File: src/rtl/tpc_pkg.sv
package tpc_pkg;
   // Phase code is {pc, eval}; the bit positions are what the stage drives.
   typedef enum logic [1:0] {
      PH_PRE  = 2'b00,
      PH_ISO  = 2'b10,
      PH_EVAL = 2'b11
   } phase_e;

   function automatic int unsigned cnt_width(input int unsigned dly);
      return (dly > 1) ? $clog2(dly) : 1;
   endfunction
endpackage

File: src/rtl/tpc_stage_ctrl.sv
module tpc_stage_ctrl #(
   parameter int unsigned DLY = 2
) (
   input  logic           clk,
   input  logic           rst_n,
   input  logic           up_done,
   input  logic           dn_done,
   output tpc_pkg::phase_e phase_o,
   output logic           done_o,
   output logic           absorbed_o,
   output logic           capture_o,
   output logic           clear_o
);
   import tpc_pkg::*;

   localparam int unsigned CW = cnt_width(DLY);
   localparam logic [CW-1:0] LAST = CW'(DLY - 1);

   phase_e        phase;
   logic [CW-1:0] cnt;
   logic          done;
   logic          absorbed;
   logic          at_last;

   assign at_last = (cnt == LAST);

   always_ff @(posedge clk or negedge rst_n) begin
      if (!rst_n) begin
         phase    <= PH_PRE;
         cnt      <= '0;
         done     <= 1'b0;
         absorbed <= 1'b1;
      end else begin
         case (phase)
            PH_EVAL: begin
               if (!dn_done) absorbed <= 1'b1;
               if (up_done) begin
                  if (at_last) begin
                     phase <= PH_ISO;   // own done drops eval at once
                     done  <= 1'b1;
                     cnt   <= '0;
                  end else begin
                     cnt <= cnt + CW'(1);
                  end
               end else begin
                  cnt <= '0;
               end
            end
            PH_ISO: begin
               if (dn_done && absorbed) begin
                  phase    <= PH_PRE;
                  absorbed <= 1'b0;
               end else if (!dn_done) begin
                  absorbed <= 1'b1;
               end
            end
            PH_PRE: begin
               if (at_last) begin
                  phase <= PH_EVAL;
                  done  <= 1'b0;
                  cnt   <= '0;
               end else begin
                  cnt <= cnt + CW'(1);
               end
            end
            default: begin
               phase <= PH_PRE;
               cnt   <= '0;
            end
         endcase
      end
   end

   assign phase_o    = phase;
   assign done_o     = done;
   assign absorbed_o = absorbed;
   assign capture_o  = (phase == PH_EVAL) && up_done && at_last;
   assign clear_o    = (phase == PH_PRE) && at_last;
endmodule

File: src/rtl/tpc_stage_data.sv
module tpc_stage_data #(
   parameter int unsigned WIDTH        = 8,
   parameter bit          CLEAR_ON_PRE = 1'b1
) (
   input  logic             clk,
   input  logic             rst_n,
   input  logic             capture,
   input  logic             clear,
   input  logic [WIDTH-1:0] d_in,
   output logic [WIDTH-1:0] q_o
);
   logic [WIDTH-1:0] q;

   generate
      if (CLEAR_ON_PRE) begin : g_clear
         always_ff @(posedge clk or negedge rst_n) begin
            if (!rst_n)       q <= '0;
            else if (capture) q <= d_in;
            else if (clear)   q <= '0;
         end
      end else begin : g_hold
         always_ff @(posedge clk or negedge rst_n) begin
            if (!rst_n)       q <= '0;
            else if (capture) q <= d_in;
         end
      end
   endgenerate

   assign q_o = q;
endmodule

File: src/rtl/tpc_pipe.sv
module tpc_pipe #(
   parameter int unsigned STAGES       = 4,
   parameter int unsigned WIDTH        = 8,
   parameter int unsigned DLY          = 2,
   parameter bit          CLEAR_ON_PRE = 1'b1
) (
   input  logic              clk,
   input  logic              rst_n,
   input  logic              in_req,
   input  logic [WIDTH-1:0]  in_data,
   output logic              in_ack,
   output logic              out_valid,
   output logic [WIDTH-1:0]  out_data,
   input  logic              out_ack,
   output logic [STAGES-1:0] stage_pc,
   output logic [STAGES-1:0] stage_eval,
   output logic [STAGES-1:0] stage_absorbed,
   output logic [STAGES-1:0] stage_done
);
   generate
      if (STAGES < 2) begin : g_bad_stages
         $error("tpc_pipe: STAGES must be at least 2");
      end
      if (DLY < 1) begin : g_bad_dly
         $error("tpc_pipe: DLY must be at least 1");
      end
      if (WIDTH < 1) begin : g_bad_width
         $error("tpc_pipe: WIDTH must be at least 1");
      end
   endgenerate

   logic [STAGES-1:0] done;
   logic [STAGES:0]   fwd;   // fwd[i] is the upstream done of stage i
   logic [STAGES:0]   bwd;   // bwd[i+1] is the downstream done of stage i
   logic [WIDTH-1:0]  dchain [0:STAGES];

   assign fwd       = {done, in_req};
   assign bwd       = {out_ack, done};
   assign dchain[0] = in_data;

   generate
      for (genvar i = 0; i < STAGES; i++) begin : g_stage
         tpc_pkg::phase_e ph;
         logic            cap;
         logic            clr;
         logic            absd;

         tpc_stage_ctrl #(.DLY(DLY)) u_ctrl (
            .clk        (clk),
            .rst_n      (rst_n),
            .up_done    (fwd[i]),
            .dn_done    (bwd[i+1]),
            .phase_o    (ph),
            .done_o     (done[i]),
            .absorbed_o (absd),
            .capture_o  (cap),
            .clear_o    (clr)
         );

         tpc_stage_data #(.WIDTH(WIDTH), .CLEAR_ON_PRE(CLEAR_ON_PRE)) u_data (
            .clk     (clk),
            .rst_n   (rst_n),
            .capture (cap),
            .clear   (clr),
            .d_in    (dchain[i]),
            .q_o     (dchain[i+1])
         );

         assign stage_pc[i]       = ph[1];
         assign stage_eval[i]     = ph[0];
         assign stage_absorbed[i] = absd;
      end
   endgenerate

   assign stage_done = done;
   assign in_ack     = done[0];
   assign out_valid  = done[STAGES-1];
   assign out_data   = dchain[STAGES];
endmodule

File: config.mk
export PLATFORM = sky130hd
export DESIGN_NAME = tpc_pipe
export DESIGN_NICKNAME = d
export VERILOG_FILES = /design/src/rtl/tpc_pkg.sv /design/src/rtl/tpc_stage_ctrl.sv /design/src/rtl/tpc_stage_data.sv /design/src/rtl/tpc_pipe.sv
export SDC_FILE = /design/constraint.sdc
export NUM_CORES = 1
export LEC_CHECK = 0
export ABC_AREA = 1
export BUFFER_PORTS_ARGS = -buffer_cell sky130_fd_sc_hd__buf_2
export CORE_MARGIN = 2
export CORE_UTILIZATION = 51
export DETAILED_ROUTE_END_ITERATION = 8
export PLACE_DENSITY = 0.75
export SLEW_MARGIN = 20
export SYNTH_ARGS = -nofsm -noshare
export SYNTH_HDL_FRONTEND = slang
export SYNTH_SLANG_ARGS = --single-unit
File: constraint.sdc
create_clock -name clk -period 1.4 [get_ports clk]
set_clock_uncertainty 0.15 [all_clocks]
set_input_delay 0.28 -clock clk [delete_from_list [all_inputs] [get_ports clk]]
set_output_delay 0.28 -clock clk [all_outputs]
set_load 0.02 [all_outputs]
Yosys cells after proc, flatten, opt, wreduce, memory -nomap -nowiden --
Cells that the tools add are included. W data, S select, Z words.
Storage, ports and cells: flip-flop bits (word level) 52, word-level logic and storage cells 156
Cells by class: add/sub/neg operators 4, equal/unequal tests 24, multiplexer cells 68, reduce and logical (&&, ||, !) cells 40
Operator list (number):
- $mux W8 | 8
- $mux W2 | 16
- $reduce_and A4 Y1 | 8
- $mux W1 | 28
- $ne A2 B1 Y1 const B | 12
- $pmux W2 S3 | 4
- $reduce_bool A2 Y1 | 12
- $eq A2 B2 Y1 const B | 8
- $logic_and A1 B1 Y1 | 16
- $pmux W1 S2 | 8
- $pmux W1 S3 | 4
- $logic_not A2 Y1 | 4
- $ne A2 B2 Y1 const B | 4
- $add A1 B1 Y1 const B | 4

Depth between registers and ports, before layout --
Gate-level depths: netlist (run 1).
depth in word-level cells 4, mapped depth 8, gate-level depth less buffers 8

Hierarchy --
A second synthesis (run 1) with hierarchy kept.
Unflattened totals: cell total of the unflattened synthesis 306, area, all modules 2662.6 µm²
By module, submodules not included:
- tpc_stage_ctrl | times used 4, cells an instance 41, area an instance 332.8 µm², seq. area each 126.4 µm²
- tpc_stage_data | times used 4, cells an instance 34, area an instance 321.6 µm², seq. area each 200.2 µm²
- tpc_pipe | times used 1, cells an instance 6, area an instance 45.0 µm², seq. area each 0.0 µm²

Worst setup path before layout (run 1) --
OpenSTA, ideal clock, no wires.
kind register -> register, start point register g_stage[3].u_ctrl.phase[1], end point register g_stage[3].u_ctrl.phase[1], arrival time 1302 ps, data required time 1132 ps, slack -170 ps, cell stages (with the launch flop) 7, buffers on the path 0, cell sequence dfrtp_1 > inv_1 > ha_1 > o21ai_0 > nand3_1 > nand2_1 > nand2_1
On the way: longest elaborated chain between the ends 3, elaborated cells on any way between the ends 9, those cells by class 6 x eq/ne; 1 x mux; 2 x reduce/logical
RTL lines:
- from (decl) | RTL line tpc_stage_ctrl.sv:19 | phase_e phase;
- from (signal assigned) | RTL line tpc_stage_ctrl.sv:29 | phase <= PH_PRE;
- from (signal assigned) | RTL line tpc_stage_ctrl.sv:39 | phase <= PH_ISO;
- from (signal assigned) | RTL line tpc_stage_ctrl.sv:51 | phase <= PH_PRE;
- $eq A2 B2 Y1 / $logic_not A2 Y1 (equally long branches) | RTL line tpc_stage_ctrl.sv:34 | case (phase)
- $ne A2 B1 Y1 (no source line) / $ne A2 B2 Y1 (equally long branches)
- $reduce_and A4 Y1 (no source line)
Several ways; a longest one is shown, not always the timed one. A chain may end at the register's enable or synchronous reset.

Final worst setup path (run 1) --
start point register g_stage[2].u_ctrl.phase[1], end point output stage_pc[2]
RTL lines:
- from (decl) | RTL line tpc_stage_ctrl.sv:19
- from (signal assigned) | RTL line tpc_stage_ctrl.sv:29
- from (signal assigned) | RTL line tpc_stage_ctrl.sv:39
- from (signal assigned) | RTL line tpc_stage_ctrl.sv:51
- to (decl) | RTL line tpc_pipe.sv:15 | output logic [STAGES-1:0] stage_pc,
No word-level cell between the ends.

==> out/results.tsv, run 1 <==
metric	value	unit
status	complete, but fails checks	
violations	setup timing	
slowest_stage	dfrtp_2	
drc	0	
cp-start-kind	flip-flop	
p_leak	1.674	nW
hold_path.class	input pin to flip-flop	
htreeDepth	2	
ys_warn_count	0	
holdWs	64.65	ps
syn_area	2599	µm²
clock-root-buffer	clkbuf_8	
mostFrequentLayoutCells	59 x inv_1, 43 x nand2_1, 38 x dfrtp_1, 34 x o22ai_1, 30 x buf_2	
p_total	0.007213	W
die_w	75.39	µm
start_util	53.95	%
antenna_found_initial	0	
rows	25	
via_per_inst	5.041	
utilization	70.29	%
tightest_slew	406.2	ps
port_buffers	37	
final-setup-viol-count	15	
ys_seq_area_share	50.26	%
pre_cts_ws	-77.25	ps
critPathCaptureType	output port	
yosysUniqueCellTypes	18	
vias	2082	
final_common_cell	inv_1	
peakVddDrop	1.391	mV
critPathBufInv	2	
overflow	0	
worst_slack	-35.20	ps
avgRoutedWirePerCell	13.41	µm
synth_fp_nets	320	
relSlewSlack	72.92	%
drt_iter0_markers	123	
path_max_fanout	3	
arrival	1010	ps
num_io_pins	38	
min_period_over_period	102.5	%
cts_tree	done	
yosys-top-cells-area	dfrtp_1 46%, inv_1 10%, o22ai_1 8.4%	
clockBufferDepth	2	
grt_max_degree	24	
avgSynthCellArea	8.930	µm²
synth_cells	291	
routabilityCongestion	0.9279	
crit_chain	buf_6 -> buf_6	
grt_pass1_wl	8424	µm
cp_top_family	flip-flops	
synth_top_area_cell	dfrtp_1	
nets	374	
ys_ff_latch	52	
clkTransAtPathRegs	100	ps
drt.antenna.violating_nets	0	
hold_viol_final	0	
track_usage	19.64	%
hpwl	3663	µm
die_area	5683	µm²
cpMostUsedCell	buf_6	
p_per_area	2130	nW/µm²
syn_to_final_growth	30.28	%
critical_path_class	flip-flop to output port	
drv_slew	0	
numCtsBuffers	5	
worstPathRequired	970	ps
wl	5537	µm
clock-sinks	52	
antenna_cells	0	
fin_crit	1435	ps
grt_pass1_vias	1968	
die_h	75.39	µm
synth_top_cell_area_share	46.22	%
insertion_delay	310	ps
core_region_area	4817	µm²
max_freq	0.6968	GHz
setup_tns	-257.0	ps
drive_gt1_share	40.17	%
drv_cap	0	
grt_setup_unrepaired	true	
critPathMaxStageDelay	440	ps
dr.pass1.iters	4	
## synthesized netlist by cell type (all sizes together)
library cell and number:
nand3 14, nor2 5, o22ai 35, a21oi 2, buf 16, o21bai 2, nand2 58, dfrtp 48
o21ai 12, dfstp 4, inv 72, ha 17, nand4 6
## state kept, by name (all words and copies together), names as in the netlist
register                   cells
g_stage.u_ctrl.absorbed_o      4
g_stage.u_ctrl.at_last         4
g_stage.u_data.q_o            32
g_stage.u_ctrl.phase_o         8
g_stage.u_ctrl.done_o          4
## cells by family after synthesis
group	count (synthesis)	synth area share, %
buf+inv	88	15.02
simple gates	83	14.40
flops	52	50.26
compound gates	51	12.13
fa+ha+maj	17	8.185
## worst reg2reg max path: stages, from the launching register on
cell and delay, ps:
dfrtp_2 500, inv_4 110, ha_4 160, inv_4 40, o21ai_4 230, o22ai_1 110
## timing repair
item	in CTS	in global routing
hold endpoints to repair	10	0
hold buffers	2	0
buffers inserted	3	6
pin swaps	2	8
gates resized for setup	24	59
endpoints found under the setup margin	24	48
## area by class of cell
class                           instances  area [µm²]
Clock buffer                            6       82.58
Clock inverter                          2       38.79
Fill cell                             382        1431
Inverter                               72       277.8
Multi-Input combinational cell        151        1106
Sequential cell                        52        1319
Tap cell                               67       83.83
Timing Repair Buffer                   63       478.0
## worst paths after layout
kind                                           endpoint  depth (start not counted)  slack (ps)                          from
setup / recovery                            stage_pc[2]                          2         -40  g_stage[2].u_ctrl.phase_o[1]
hold / removal                 g_stage[0].u_data.q_o[4]                          3          60                    in_data[4]
setup reg to reg               g_stage[3].u_data.q_o[4]                          5         -30  g_stage[3].u_ctrl.phase_o[1]
hold reg to reg            g_stage[1].u_ctrl.absorbed_o                          2         350  g_stage[1].u_ctrl.absorbed_o
max in group asynchronous      g_stage[3].u_data.q_o[3]                          3         320                         rst_n
min in group asynchronous  g_stage[2].u_ctrl.phase_o[1]                          2         270                         rst_n
## through the flow
stage	cell area, µm²	cells
6_report	3386	413
5_1_grt	3386	413
4_1_cts	3139	407
3_5_place_dp	2913	394
3_3_place_gp	2913	394
2_1_floorplan	2614	291
## per-layer routing
| metal | vias to the layer above | routed length (µm) | global-route usage, % |
|---|---|---|---|
| li1 | 1024 | - | - |
| met1 | 995 | 2415 | 24.70 |
| met2 | 54 | 2829 | 32.95 |
| met3 | 9 | 181 | 4.365 |
| met4 | 0 | 110 | 7.992 |
| met5 | - | 0 | 0 |
## where the power goes
part	internal [W]	total, W	switching (W)
sequential	0.00198	0.00236	0.000388
clock	0.000585	0.00109	0.000502
combinational	0.00162	0.00376	0.00215
total	0.00418	0.00721	0.00304
No activity file was read; power rests on OpenSTA's default activity.
==> inputs of run 2 (changes only) <==
--- a/config.mk
+++ b/config.mk
@@ -10,7 +10,7 @@
 export CORE_MARGIN = 2
 export CORE_UTILIZATION = 51
 export DETAILED_ROUTE_END_ITERATION = 8
-export PLACE_DENSITY = 0.75
+export PLACE_DENSITY = 0.78
 export SLEW_MARGIN = 20
 export SYNTH_ARGS = -nofsm -noshare
 export SYNTH_HDL_FRONTEND = slang
==> run 2 against run 1 <==
The flow still finishes with violations (setup timing). Cell count is 1.2% lower. Fmax rose by 0.42%. Clock power grew 10%. Critical endpoint is now stage_absorbed[1]. Critical path type unchanged.
==> out/results.tsv, run 2 (synthesized netlist as in run 1, its figures left out) <==
metric	value	unit	change
rows	25		unchanged
largest_register_ff_count	32		unchanged
p_total	0.007217	W	was 0.007213 W
max_freq	0.6997	GHz	was 0.6968 GHz
worst_slack	-29.26	ps	was -35.20 ps
register_area	1319	µm²	unchanged
slowest_stage	dfstp_2		was dfrtp_2
fillCellCount	369		was 382
worstPathRequired	970	ps	about the same
drt.antenna.violating_nets	0		unchanged
port_buffers	37		unchanged
tightest_slew	269.7	ps	was 406.2 ps
wl	5837	µm	was 5537 µm
antenna_found_initial	0		unchanged
drv_slew	0		unchanged
clockBufferDepth	2		unchanged
critical_path_class	flip-flop to output port		unchanged
numCtsBuffers	5		unchanged
avgRoutedWirePerCell	14.31	µm	was 13.41 µm
critPathCaptureType	output port		unchanged
grt_pass1_wl	8390	µm	was 8424 µm
syn_to_final_growth	27.49	%	was 30.28%
htreeDepth	2		unchanged
peakVddDrop	1.540	mV	was 1.391 mV
grt_setup_unrepaired	true		unchanged
cts_tree	done		unchanged
clock-sinks	52		unchanged
grt_pass1_vias	1973		was 1968
path_max_fanout	2		was 3
utilization	68.78	%	was 70.29%
routabilityCongestion	0.8538		was 0.9279
vias	2077		was 2082
multi_input_area	1061	µm²	was 1106 µm²
via_per_inst	5.091		was 5.041
critPathBufInv	1		was 2
hold_path.class	input pin to flip-flop		unchanged
num_io_pins	38		unchanged
critPathMaxStageDelay	570	ps	was 440 ps
drt_iter0_markers	96		was 123
cp_top_family	flip-flops		unchanged
cp-start-kind	flip-flop		unchanged
setup_tns	-165.5	ps	was -257.0 ps
start_util	53.95	%	unchanged
dr.pass1.iters	4		unchanged
die_h	75.39	µm	unchanged
die_w	75.39	µm	unchanged
place_area	2898	µm²	was 2913 µm²
overflow	0		unchanged
clock-root-buffer	clkbuf_8		unchanged
antenna_cells	0		unchanged
fin_crit	1429	ps	was 1435 ps
relSlewSlack	81.95	%	was 72.92%
insertion_delay	300	ps	was 310 ps
hold_viol_final	0		unchanged
drc	0		unchanged
status	complete, but fails checks		unchanged
drive_gt1_share	38.12	%	was 40.17%
crit_chain	buf_6		was buf_6 -> buf_6
die_area	5683	µm²	unchanged
p_leak	1.655	nW	was 1.674 nW
min_period_over_period	102.1	%	was 102.5%
final-setup-viol-count	11		was 15
track_usage	19.68	%	was 19.64%
hpwl	3569	µm	was 3663 µm
arrival	1000	ps	was 1010 ps
pre_cts_ws	-23.91	ps	was -77.25 ps
clkTransAtPathRegs	90	ps	was 100 ps
core_region_area	4817	µm²	unchanged
violations	setup timing		unchanged
final_common_cell	inv_1		unchanged
mostFrequentLayoutCells	61 x inv_1, 44 x nand2_1, 38 x dfrtp_1, 32 x o22ai_1, 31 x buf_2		was 59 x inv_1, 43 x nand2_1, 38 x dfrtp_1, 34 x o22ai_1, 30 x buf_2
p_per_area	2178	nW/µm²	was 2130 nW/µm²
grt_max_degree	53		was 24
final_area	3313	µm²	was 3386 µm²
drv_cap	0		unchanged
nets	369		was 374
-- run 2: changes by cell type in the layout (fill, tap and decap cells not counted), moves of 2 or more --
cell     delta
ha_2        +3
inv_1       +2
ha_4        -5
buf_4       -7
ha_1        +2
o22ai_1     -2
o22ai_2     +2
-- run 2: cell type report --
class	count	area share [%]
sequential	52	39.80
multi-input combinational	151	32.02
tap	67	2.530
inverter	72	8.308
clock inverter	2	1.813
clock buffer	6	2.190
timing repair buffer	58	13.33
-- run 2: repair_timing --
action / CTS / global route
endpoints found under the hold margin: 49 / 0
setup endpoints to repair: 25 / 51
setup buffers: 2 / 4
resized for setup: 23 / 52
hold buffers: 2 / 0
pin swaps: 3 / 14
-- run 2: path summary, 6_finish.rpt --
kind / from / endpoint / slack [ps] / cells after the start
min reg2reg: g_stage[0].u_ctrl.absorbed_o / g_stage[0].u_ctrl.absorbed_o / 360 / 2
max: g_stage[1].u_ctrl.absorbed_o / stage_absorbed[1] / -30 / 1
min in group asynchronous: rst_n / g_stage[0].u_data.q_o[7] / 350 / 3
max reg2reg: g_stage[3].u_ctrl.phase_o[1] / g_stage[3].u_data.q_o[4] / -20 / 5
min: in_data[1] / g_stage[0].u_data.q_o[1] / 70 / 3
max in group asynchronous: rst_n / g_stage[0].u_ctrl.absorbed_o / 470 / 3
-- run 2: stage by stage --
| step | std cells | hold slack (ps) |
|---|---|---|
| 5_1_grt | 408 | 59.25 |
| 2_1_floorplan | 291 | -165.6 |
| 6_report | 408 | 67.86 |
| 3_5_place_dp | 392 | 143.2 |
| 4_1_cts | 404 | 63.96 |
| 3_3_place_gp | 392 | 143.5 |
-- run 2: power by group --
group / total, W / internal [W] / switching, W
sequential: 0.00234 / 0.00198 / 0.000361
clock: 0.00120 / 0.000714 / 0.000481
combinational: 0.00369 / 0.00152 / 0.00216
-- run 2: layer usage --
layer  GRT usage [%]  vias up  routed length, µm
met5               0        -                  0
met4           10.92        0                291
met3           3.307       22                209
met2           33.72       61               2940
met1           23.50      984               2396
li1                -     1010                  -
==> inputs of run 3 (changes only) <==
--- a/config.mk
+++ b/config.mk
@@ -7,8 +7,11 @@
 export LEC_CHECK = 0
 export ABC_AREA = 1
 export BUFFER_PORTS_ARGS = -buffer_cell sky130_fd_sc_hd__buf_2
+export CELL_PAD_IN_SITES_DETAIL_PLACEMENT = 1
+export CELL_PAD_IN_SITES_GLOBAL_PLACEMENT = 2
 export CORE_MARGIN = 2
-export CORE_UTILIZATION = 51
+export CORE_UTILIZATION = 31
+export CTS_CLUSTER_DIAMETER = 60
 export DETAILED_ROUTE_END_ITERATION = 8
 export PLACE_DENSITY = 0.78
 export SLEW_MARGIN = 20
==> run 3 against run 2 <==
The run still ends with setup timing left. Via count up 1.2%. Die area up 61%. Largest cell class unchanged. First-iteration DRC count down 58%. Clock-buffer cell count down 1. Power up 2.3%. Worst setup slack worse by 21 ps. Non-clock buffer count up 12.
==> out/results.tsv, run 3 (synthesized netlist as in run 1, its figures left out) <==
metric	value	unit	change
status	complete, but fails checks		unchanged
violations	setup timing		unchanged
drive_gt1_share	40.51	%	was 38.12%
numCtsBuffers	5		unchanged
largest_register_ff_count	32		unchanged
relSlewSlack	80.99	%	was 81.95%
peakVddDrop	0.9387	mV	was 1.540 mV
clockBufferDepth	2		unchanged
drv_cap	0		unchanged
die_h	95.56	µm	was 75.39 µm
final_common_cell	inv_1		unchanged
grt_max_degree	53		unchanged
grt_setup_unrepaired	true		unchanged
worst_slack	-50.42	ps	was -29.26 ps
start_util	31.79	%	was 53.95%
syn_to_final_growth	35.00	%	was 27.49%
worstPathRequired	970	ps	about the same
critPathCaptureType	output port		unchanged
nets	381		was 369
grt_pass1_wl	10050	µm	was 8390 µm
critical_path_class	flip-flop to output port		unchanged
die_area	9132	µm²	was 5683 µm²
internal-power	0.004283	W	was 0.004214 W
arrival	1020	ps	was 1000 ps
fin_crit	1450	ps	was 1429 ps
rrSetupSlack	-20	ps	about the same
place_area	2993	µm²	was 2898 µm²
min_period_over_period	103.6	%	was 102.1%
htreeDepth	2		unchanged
cts_tree	done		unchanged
switchingPower	0.003097	W	was 0.003003 W
track_usage	14.16	%	was 19.68%
final-setup-viol-count	13		was 11
pwr-share-clk	14.7	%	was 16.6%
rows	33		was 25
p_sw_share	41.97	%	was 41.61%
drv_slew	0		unchanged
drc	0		unchanged
die_w	95.56	µm	was 75.39 µm
via_per_inst	4.590		was 5.091
port_buffers	37		unchanged
p_per_area	2104	nW/µm²	was 2178 nW/µm²
wl	6238	µm	was 5837 µm
max_freq	0.6895	GHz	was 0.6997 GHz
drt_iter0_markers	40		was 96
num_io_pins	38		unchanged
grt_pass1_vias	2156		was 1973
final_area	3508	µm²	was 3313 µm²
insertion_delay	310	ps	was 300 ps
vias	2102		was 2077
mostFrequentLayoutCells	60 x inv_1, 48 x nand2_1, 39 x dfrtp_1, 27 x buf_2, 26 x o22ai_1		was 61 x inv_1, 44 x nand2_1, 38 x dfrtp_1, 32 x o22ai_1, 31 x buf_2
clkTransAtPathRegs	100	ps	was 90 ps
setup_tns	-225.5	ps	was -165.5 ps
avgRoutedWirePerCell	13.62	µm	was 14.31 µm
hold_viol_final	0		unchanged
clock-root-buffer	clkbuf_8		unchanged
tightest_slew	285.1	ps	was 269.7 ps
core_region_area	8175	µm²	was 4817 µm²
pre_cts_ws	-69.17	ps	was -23.91 ps
utilization	42.91	%	was 68.78%
routabilityCongestion	0.7650		was 0.8538
cp-start-kind	flip-flop		unchanged
overflow	0		unchanged
p_comb_share	53.5	%	was 51.1%
antenna_found_initial	0		unchanged
clock-sinks	52		unchanged
hpwl	4364	µm	was 3569 µm
antenna_cells	0		unchanged
dr.pass1.iters	4		unchanged
drt.antenna.violating_nets	0		unchanged
p_leak	1.714	nW	was 1.655 nW
hold_path.class	input pin to flip-flop		unchanged
power_frac_seq	31.8	%	was 32.4%
path_max_fanout	3		was 2
-- run 3: path summary, 6_finish.rpt --
path / startpoint / end / cells after the start
worst max-delay path: g_stage[2].u_ctrl.phase_o[0] / stage_eval[2] / 2
worst min-delay path: in_data[4] / g_stage[0].u_data.q_o[4] / 3
worst max register to register: g_stage[3].u_ctrl.phase_o[1] / g_stage[3].u_data.q_o[0] / 5
worst min register to register: g_stage[3].u_ctrl.done_o / g_stage[2].u_ctrl.absorbed_o / 1
max in group asynchronous: rst_n / g_stage[2].u_ctrl.absorbed_o / 3
min in group asynchronous: rst_n / g_stage[0].u_data.q_o[7] / 3
-- run 3: timing repair --
item                                   4_1_cts  5_1_grt
endpoints found under the hold margin       49        0
setup endpoints to repair                   39       53
hold buffers                                 2        0
pin swaps                                    5        8
gates resized for setup                     46       39
buffers inserted                             6        4
-- run 3: power groups by stage --
stage | Sequential [W] | Clock [W] | Combinational, W
global placement | 0.00231 | 0 | 0.00294
finish | 0.00235 | 0.00109 | 0.00395
global route | 0.00241 | 0.00117 | 0.00442
CTS | 0.00230 | 0.00111 | 0.00355
detailed placement | 0.00232 | 0 | 0.00305
floorplan | 0.00242 | 0 | 0.00195
-- run 3: layer usage --
layer / up-vias / track usage, % / part of all wire, %
li1: 1038 / - / -
met4: 0 / 3.571 / 1.2
met3: 7 / 2.609 / 2.3
met2: 26 / 24.94 / 51
met5: - / 0 / 0
met1: 1031 / 17.85 / 45
-- run 3: critical path, stage by stage (launching register included) --
cell,delay [ps]
dfrtp_2,460
buf_6,130
buf_6,120
-- run 3: cell type report --
| cell class | count | area (µm²) |
|---|---|---|
| Inverter | 72 | 272.8 |
| Clock buffer | 5 | 68.82 |
| Timing Repair Buffer | 70 | 540.5 |
| Tap cell | 105 | 131.4 |
| Multi-Input combinational cell | 151 | 1131 |
| Sequential cell | 52 | 1318 |
| Clock inverter | 3 | 46.29 |
| Fill cell | 945 | 4667 |
-- run 3: metrics by stage --
stage	cells	power [W]	hold slack, ps
after global routing	458	0.008008	70.53
after CTS	454	0.006967	63.18
after detailed placement	438	0.005375	152.3
after global placement	438	0.005255	150.7
after floorplan	291	0.004375	-165.6
final	458	0.007381	61.43
